File: src/rtl/burn_pkg.sv
package burn_pkg;

  typedef enum logic [1:0] {
    MODE_CODE   = 2'd0,
    MODE_KEY    = 2'd1,
    MODE_LOCK_A = 2'd2,
    MODE_LOCK_B = 2'd3
  } burn_mode_e;

  typedef enum logic [2:0] {
    ST_IDLE,
    ST_SETUP,
    ST_VPP_ON,
    ST_PULSE_LOW,
    ST_PULSE_HIGH,
    ST_VPP_HOLD,
    ST_RELEASE,
    ST_DONE
  } burn_state_e;

  function automatic int bmax(input int a, input int b);
    return (a > b) ? a : b;
  endfunction

endpackage

File: src/rtl/burn_timer.sv
module burn_timer #(
  parameter int CNT_W = 8
) (
  input  logic             clk,
  input  logic             rst,
  input  logic             load,
  input  logic [CNT_W-1:0] load_val,
  output logic             expired
);
  logic [CNT_W-1:0] cnt_q;

  always_ff @(posedge clk) begin
    if (rst)                cnt_q <= '0;
    else if (load)          cnt_q <= load_val;
    else if (cnt_q != '0)   cnt_q <= cnt_q - 1'b1;
  end

  assign expired = (cnt_q == '0);


  timer_dec_chk: assert property (@(posedge clk) disable iff (rst)
    (!load && cnt_q != '0) |=> cnt_q == $past(cnt_q) - 1'b1);
endmodule

File: src/rtl/burn_tally.sv
module burn_tally #(
  parameter int PULSES = 25
) (
  input  logic clk,
  input  logic rst,
  input  logic clear,
  input  logic step,
  output logic last
);
  localparam int CW = (PULSES > 1) ? $clog2(PULSES) : 1;
  logic [CW-1:0] cnt_q;

  always_ff @(posedge clk) begin
    if (rst || clear) cnt_q <= '0;
    else if (step)    cnt_q <= cnt_q + 1'b1;
  end

  assign last = (cnt_q == CW'(PULSES - 1));


  no_overflow_chk: assert property (@(posedge clk) disable iff (rst)
    (step && !clear) |-> !last);
endmodule

File: src/rtl/burn_pins.sv
module burn_pins
  import burn_pkg::*;
#(
  parameter int ADDR_W = 12,
  parameter int DATA_W = 8,
  parameter int LO_W   = 8,
  parameter int KEY_W  = 5
) (
  input  logic                   clk,
  input  logic                   rst,
  input  burn_state_e            st_d,
  input  burn_mode_e             mode,
  input  logic [ADDR_W-1:0]      addr,
  input  logic [DATA_W-1:0]      data,
  output logic [LO_W-1:0]        addr_lo_o,
  output logic [ADDR_W-LO_W-1:0] addr_hi_o,
  output logic [DATA_W-1:0]      data_o,
  output logic [3:0]             sel_o,
  output logic                   vpp_en_o,
  output logic                   prog_n_o,
  output logic                   done_o
);
  logic [ADDR_W-1:0] a_sh;
  logic [DATA_W-1:0] d_sh;
  logic              drive, vpp;

  always_comb begin
    unique case (mode)
      MODE_CODE: begin a_sh = addr;                           d_sh = data; end
      MODE_KEY:  begin a_sh = ADDR_W'(addr[KEY_W-1:0]);       d_sh = data; end
      default:   begin a_sh = '0;                             d_sh = '0;   end
    endcase
  end

  assign drive = st_d inside {ST_SETUP, ST_VPP_ON, ST_PULSE_LOW,
                              ST_PULSE_HIGH, ST_VPP_HOLD, ST_RELEASE};
  assign vpp   = st_d inside {ST_VPP_ON, ST_PULSE_LOW, ST_PULSE_HIGH, ST_VPP_HOLD};

  always_ff @(posedge clk) begin
    if (rst) begin
      addr_lo_o <= '0;
      addr_hi_o <= '0;
      data_o    <= '0;
      sel_o     <= '0;
      vpp_en_o  <= 1'b0;
      prog_n_o  <= 1'b1;
      done_o    <= 1'b0;
    end else begin
      addr_lo_o <= drive ? a_sh[LO_W-1:0]      : '0;
      addr_hi_o <= drive ? a_sh[ADDR_W-1:LO_W] : '0;
      data_o    <= drive ? d_sh                : '0;
      sel_o     <= drive ? (4'd1 << mode)      : 4'd0;
      vpp_en_o  <= vpp;
      prog_n_o  <= (st_d != ST_PULSE_LOW);
      done_o    <= (st_d == ST_DONE);
    end
  end


  pulse_in_supply_chk: assert property (@(posedge clk) disable iff (rst)
    !prog_n_o |-> vpp_en_o);

  sel_onehot_chk: assert property (@(posedge clk) disable iff (rst)
    $onehot0(sel_o));

  supply_in_window_chk: assert property (@(posedge clk) disable iff (rst)
    vpp_en_o |-> sel_o != 4'd0);

  fields_stable_chk: assert property (@(posedge clk) disable iff (rst)
    (sel_o != 4'd0 && $past(sel_o) != 4'd0) |->
      ($stable(addr_lo_o) && $stable(addr_hi_o) && $stable(data_o) && $stable(sel_o)));

  done_single_chk: assert property (@(posedge clk) disable iff (rst)
    done_o |=> !done_o);

  done_released_chk: assert property (@(posedge clk) disable iff (rst)
    done_o |-> (sel_o == 4'd0 && !vpp_en_o));
endmodule

File: src/rtl/burn_seq_ctrl.sv
module burn_seq_ctrl
  import burn_pkg::*;
#(
  parameter int ADDR_W       = 12,
  parameter int DATA_W       = 8,
  parameter int LO_W         = 8,
  parameter int KEY_W        = 5,
  parameter int PULSES       = 25,
  parameter int SETUP_CYC    = 600,
  parameter int VPP_SU_CYC   = 600,
  parameter int LOW_CYC      = 5000,
  parameter int HIGH_CYC     = 600,
  parameter int VPP_HOLD_CYC = 600,
  parameter int REL_CYC      = 600
) (
  input  logic                   clk,
  input  logic                   rst,
  input  logic                   start_i,
  input  logic [1:0]             mode_i,
  input  logic [ADDR_W-1:0]      addr_i,
  input  logic [DATA_W-1:0]      data_i,
  output logic [LO_W-1:0]        addr_lo_o,
  output logic [ADDR_W-LO_W-1:0] addr_hi_o,
  output logic [DATA_W-1:0]      data_o,
  output logic [3:0]             sel_o,
  output logic                   vpp_en_o,
  output logic                   prog_n_o,
  output logic                   done_o
);
  localparam int MAX_CYC = bmax(bmax(bmax(SETUP_CYC, VPP_SU_CYC), bmax(LOW_CYC, HIGH_CYC)),
                                bmax(VPP_HOLD_CYC, REL_CYC));
  localparam int CNT_W   = $clog2(MAX_CYC + 1);

  burn_state_e       st_q, st_d;
  logic              tmr_load, tmr_zero, tally_clr, tally_step, tally_last, accept;
  logic [CNT_W-1:0]  tmr_val;
  burn_mode_e        op_mode_q, op_mode_d;
  logic [ADDR_W-1:0] op_addr_q, op_addr_d;
  logic [DATA_W-1:0] op_data_q, op_data_d;

  assign accept = (st_q == ST_IDLE) && start_i;

  always_comb begin
    st_d       = st_q;
    tally_clr  = 1'b0;
    tally_step = 1'b0;
    unique case (st_q)
      ST_IDLE:       if (start_i) begin st_d = ST_SETUP; tally_clr = 1'b1; end
      ST_SETUP:      if (tmr_zero) st_d = ST_VPP_ON;
      ST_VPP_ON:     if (tmr_zero) st_d = ST_PULSE_LOW;
      ST_PULSE_LOW:  if (tmr_zero) st_d = tally_last ? ST_VPP_HOLD : ST_PULSE_HIGH;
      ST_PULSE_HIGH: if (tmr_zero) begin st_d = ST_PULSE_LOW; tally_step = 1'b1; end
      ST_VPP_HOLD:   if (tmr_zero) st_d = ST_RELEASE;
      ST_RELEASE:    if (tmr_zero) st_d = ST_DONE;
      ST_DONE:       st_d = ST_IDLE;
    endcase
    tmr_load = (st_d != st_q);
    unique case (st_d)
      ST_SETUP:      tmr_val = CNT_W'(SETUP_CYC - 1);
      ST_VPP_ON:     tmr_val = CNT_W'(VPP_SU_CYC - 1);
      ST_PULSE_LOW:  tmr_val = CNT_W'(LOW_CYC - 1);
      ST_PULSE_HIGH: tmr_val = CNT_W'(HIGH_CYC - 1);
      ST_VPP_HOLD:   tmr_val = CNT_W'(VPP_HOLD_CYC - 1);
      ST_RELEASE:    tmr_val = CNT_W'(REL_CYC - 1);
      default:       tmr_val = '0;
    endcase
  end

  always_ff @(posedge clk) begin
    if (rst) st_q <= ST_IDLE;
    else     st_q <= st_d;
  end

  assign op_mode_d = accept ? burn_mode_e'(mode_i) : op_mode_q;
  assign op_addr_d = accept ? addr_i : op_addr_q;
  assign op_data_d = accept ? data_i : op_data_q;

  always_ff @(posedge clk) begin
    if (rst) begin
      op_mode_q <= MODE_CODE;
      op_addr_q <= '0;
      op_data_q <= '0;
    end else begin
      op_mode_q <= op_mode_d;
      op_addr_q <= op_addr_d;
      op_data_q <= op_data_d;
    end
  end

  burn_timer #(.CNT_W(CNT_W)) u_timer (
    .clk(clk), .rst(rst), .load(tmr_load), .load_val(tmr_val), .expired(tmr_zero)
  );

  burn_tally #(.PULSES(PULSES)) u_tally (
    .clk(clk), .rst(rst), .clear(tally_clr), .step(tally_step), .last(tally_last)
  );

  burn_pins #(.ADDR_W(ADDR_W), .DATA_W(DATA_W), .LO_W(LO_W), .KEY_W(KEY_W)) u_pins (
    .clk(clk), .rst(rst), .st_d(st_d), .mode(op_mode_d), .addr(op_addr_d), .data(op_data_d),
    .addr_lo_o(addr_lo_o), .addr_hi_o(addr_hi_o), .data_o(data_o), .sel_o(sel_o),
    .vpp_en_o(vpp_en_o), .prog_n_o(prog_n_o), .done_o(done_o)
  );


  start_ignored_chk: assert property (@(posedge clk) disable iff (rst)
    (st_q != ST_IDLE) |=> (op_addr_q == $past(op_addr_q) && op_data_q == $past(op_data_q)
                           && op_mode_q == $past(op_mode_q)));

  last_pulse_exit_chk: assert property (@(posedge clk) disable iff (rst)
    (st_q == ST_PULSE_LOW && st_d == ST_VPP_HOLD) |-> tmr_zero);
endmodule

File: config.mk
export PLATFORM = sky130hd
export DESIGN_NAME = burn_seq_ctrl
export DESIGN_NICKNAME = d
export VERILOG_FILES = /design/src/rtl/burn_pkg.sv /design/src/rtl/burn_timer.sv /design/src/rtl/burn_tally.sv /design/src/rtl/burn_pins.sv /design/src/rtl/burn_seq_ctrl.sv
export SDC_FILE = /design/constraint.sdc
export NUM_CORES = 1
export LEC_CHECK = 0
export BUFFER_PORTS_ARGS = -buffer_cell sky130_fd_sc_hd__clkbuf_2
export CAP_MARGIN = 15
export CORE_MARGIN = 4
export CORE_UTILIZATION = 40
export DETAILED_ROUTE_END_ITERATION = 12
export HOLD_SLACK_MARGIN = 0.02
export PLACE_DENSITY_LB_ADDON = 0.08
export RECOVER_POWER = 100
export SLEW_MARGIN = 20
export SYNTH_ARGS = -nofsm -noshare
export SYNTH_HDL_FRONTEND = slang
export SYNTH_HIERARCHICAL = 1
export SYNTH_SLANG_ARGS = --single-unit
export TNS_END_PERCENT = 50
File: constraint.sdc
create_clock -name clk -period 3.19 [get_ports clk]
set_input_delay 0.1595 -clock clk [delete_from_list [all_inputs] [get_ports clk]]
set_output_delay 0.1595 -clock clk [all_outputs]
set_load 0.02 [all_outputs]
==> qor.csv <==
metric,value,unit
# DRC,0,
setup TNS,0,ps
CP peak stage delay,660,ps
critical path endpoint,u_timer/cnt_q[8],
"Core Util, Final",47.99,%
clock skew,7.519,ps
Worst Max-Slew Pin Slew,898.1,ps
Rel. slew slack,40.13,%
first-pass GRT wire length,11250,µm
unrepaired setup endpoints after global routing,true,
Filler cells,774,
endpoints failing hold,0,
PD cells,854.1,mW/mm²
Seq pwr share,35.8,%
Critical Path Stages,11,
num ports,52,
fin nets,403,
number of port buffers,51,
Internal,2.004,mW
Worst-path clk slew,80,ps
clock power share,22.9,%
Starting Density,42.13,%
outcome,"finished, final reports clean",
critical-path cell list,"inv_1, ha_1, or4b_2, nor4_4, buf_4, o22ai_1, or3_1, nor3_1, inv_1, a21oi_1, o31a_1",
GP Congestion,0.7791,
Reg2Reg Launch Point,u_timer/cnt_q[0],
R2R depth,11,
post-synthesis sequential area ratio,42.17,%
sw power,1.229,mW
final worst slack,213.2,ps
core area,0.007888,mm²
Cells after Synth,318,
Yosys cell types,57,
gr usage total,14.08,%
CP dominant cell by count,inv_1,
"Power, Total",3.233,mW
clock sink count,70,
vias in the first global route,2398,
"Slew Viols, Final",0,
DRT Wirelength,6649,µm
syn_area_per_cell,10.45,µm²
Synth Warn #,6,
flop-to-flop setup slack,210,ps
"Min Clock Period, post-route",2977,ps
sw frac,38.02,%
startpoint type of the worst setup path,flip-flop,
cts repair resizes,0,
capture point of the worst reg-to-reg path,u_timer/cnt_q[8],
Die X-Extent,99.15,µm
#FFs+latches synth,70,
Max-cap violations,0,
Worst VDD drop,0.3748,mV
worst skew pair latency,340,ps
Hold Path Class,input pin to flip-flop,
critical path data required time,3480,ps
CTS max path bufs,2,
CTS Hold Buffers Added,0,
# diodes,0,
"EDFF count, synth",0,
"FFs w/ async S/R, synth",0,%
FP Rows,32,
cell family with most CP delay,simple AND/OR/NAND/NOR gates,
Most used DFF post-synth,dfxtp_1,
share of post-route cells with drive strength above 1,22.43,%
Crit Path Max Fanout,6,
"antenna viol nets, final",0,
"worst slack, placed",132.8,ps
Buffers & Inverters on Critical Path,3,
Critical-path top delay cell,or4b_2,
die area,0.009831,mm²
Leakage,1.509,nW
CTS Buf Count,9,
WS Path Type,flip-flop to flip-flop,
Chip Height,99.15,µm
clk root buf,clkbuf_8,
Final setup viols,0,
combinational share of power,41.3,%
wire per inst,13.82,µm
mapped cell area,0.003323,mm²
CTS tree,yes,
via count,2368,
Initial DRC Count,63,
Layout area overhead,13.89,%
CP endpoint kind,flip-flop,
Setup Buffers After CTS,0,
grt ovf,0,
DP HPWL,4558,µm
initial antenna violation count,0,
Vias/cell,4.923,
fmax,335.9,MHz
data arrival time of the critical path,3260,ps
Setup crit start,u_timer/cnt_q[0],
period utilisation layout,93.32,%
H-tree depth,3,
largest net degree at the start of global routing,26,
drt pass-1 iters,4,
-- cells by family (layout without fill, tap and decap cells) --
group                    Yosys count  in the layout  synth area share (%)
AO/OA/AOI/OAI                     63             63                 15.14
AND/OR/NAND/NOR                   98             98                 19.95
flip-flops                        70             70                 42.17
multiplexers                      29             29                 11.75
XOR/XNOR                           7              7                 1.845
buffers and inverters             46            104                 7.530
other                              1              4                0.1128
adder cells (fa/ha/maj)            4              4                 1.506
-- cell usage in the layout, fill, tap and decap left out, types with 3 or more instances in the layout --
master     n
clkbuf_2  24
o22ai_1    3
nor3_1     7
xnor2_1    7
nor2_1     9
or4b_1     7
o31a_1     3
a21oi_2    6
or2_2      3
a211oi_1   5
buf_4      7
nor3b_1    4
o21ai_0    6
nor2b_1    4
or4_1      4
clkbuf_1  30
mux2_1    20
mux2_2     4
mux2i_1    3
nor4_1     3
and2b_1   18
nand2b_1   3
ha_1       4
a211oi_2  11
nand3b_1   3
clkbuf_8  10
o21a_1     3
conb_1     4
a21oi_1   13
inv_1     25
nand2_1   12
or3_1      7
dfxtp_1   70
-- per-layer routing --
metal	vias up	wire [µm]	part of all wire (%)	track usage [%]
met5	-	0	0	0
met4	0	131	2.0	7.038
met3	11	373	5.6	3.296
met2	48	2960	45	22.42
met1	1085	3184	48	17.85
li1	1224	-	-	-
-- state kept, by name (all words and copies together) (netlist names) --
signal            flops
op_addr_q            12
op_data_q             8
op_mode_q             2
st_q                  3
u_pins/addr_hi_o      4
u_pins/addr_lo_o      8
u_pins/data_o         8
u_pins/done_o         1
u_pins/prog_n_o       1
u_pins/sel_o          4
u_pins/vpp_en_o       1
u_tally/cnt_q         5
u_timer/cnt_q        13
-- per-stage QoR --
step / cell area [µm²] / hold slack, ps / std cells
CTS: 3881 / 147.5 / 481
global placement: 3676 / 505.5 / 465
floorplan: 3334 / 231.1 / 321
global route: 3785 / 148.9 / 481
finish: 3785 / 156.1 / 481
detailed placement: 3676 / 513.2 / 465
-- layout make-up --
type | count | area, µm² | area share (%)
multi-input cells | 205 | 1632 | 43.11
well taps | 102 | 127.6 | 3.372
clock inverters | 6 | 67.56 | 1.785
repair buffers | 63 | 325.3 | 8.595
clock buffers | 10 | 137.6 | 3.636
inverters | 25 | 93.84 | 2.479
flip-flops and latches | 70 | 1401 | 37.02
-- cell usage after synthesis (all sizes together) (6+ instances only) --
master | count | area (µm²)
dfxtp | 70 | 1401
mux2 | 26 | 360.3
inv | 25 | 93.84
a21oi | 19 | 117.6
and2b | 18 | 135.1
a211oi | 16 | 175.2
buf | 16 | 137.6
nand2 | 12 | 45.04
nor2 | 9 | 33.78
or4b | 8 | 80.08
nor3 | 7 | 35.03
or3 | 7 | 43.79
xnor2 | 7 | 61.31
o21ai | 6 | 30.03
-- power groups by stage --
stage	Sequential, mW	Combinational, mW	Clock, mW
2_1_floorplan	1.21	1.04	0
3_5_place_dp	1.18	1.41	0
5_1_grt	1.18	1.48	0.812
4_1_cts	1.16	1.42	0.769
6_report	1.16	1.34	0.740
3_3_place_gp	1.18	1.40	0
-- worst min-delay path, delay by kind of cell --
family | cells | cell delay, ps
buffers and inverters | 1 | 80
AND/OR/NAND/NOR | 1 | 110
multiplexers | 1 | 130
-- worst min-delay path by stage --
stage	from	endpoint	slack, ps	depth (start not counted)
floorplan	rst	op_addr_q[11]	230	1
global placement	addr_i[4]	op_addr_q[4]	510	3
detailed placement	addr_i[4]	op_addr_q[4]	510	3
CTS	addr_i[9]	op_addr_q[9]	150	3
global route	addr_i[2]	op_addr_q[2]	150	3
finish	addr_i[2]	op_addr_q[2]	160	3
Power figures use the tool's default switching activity.
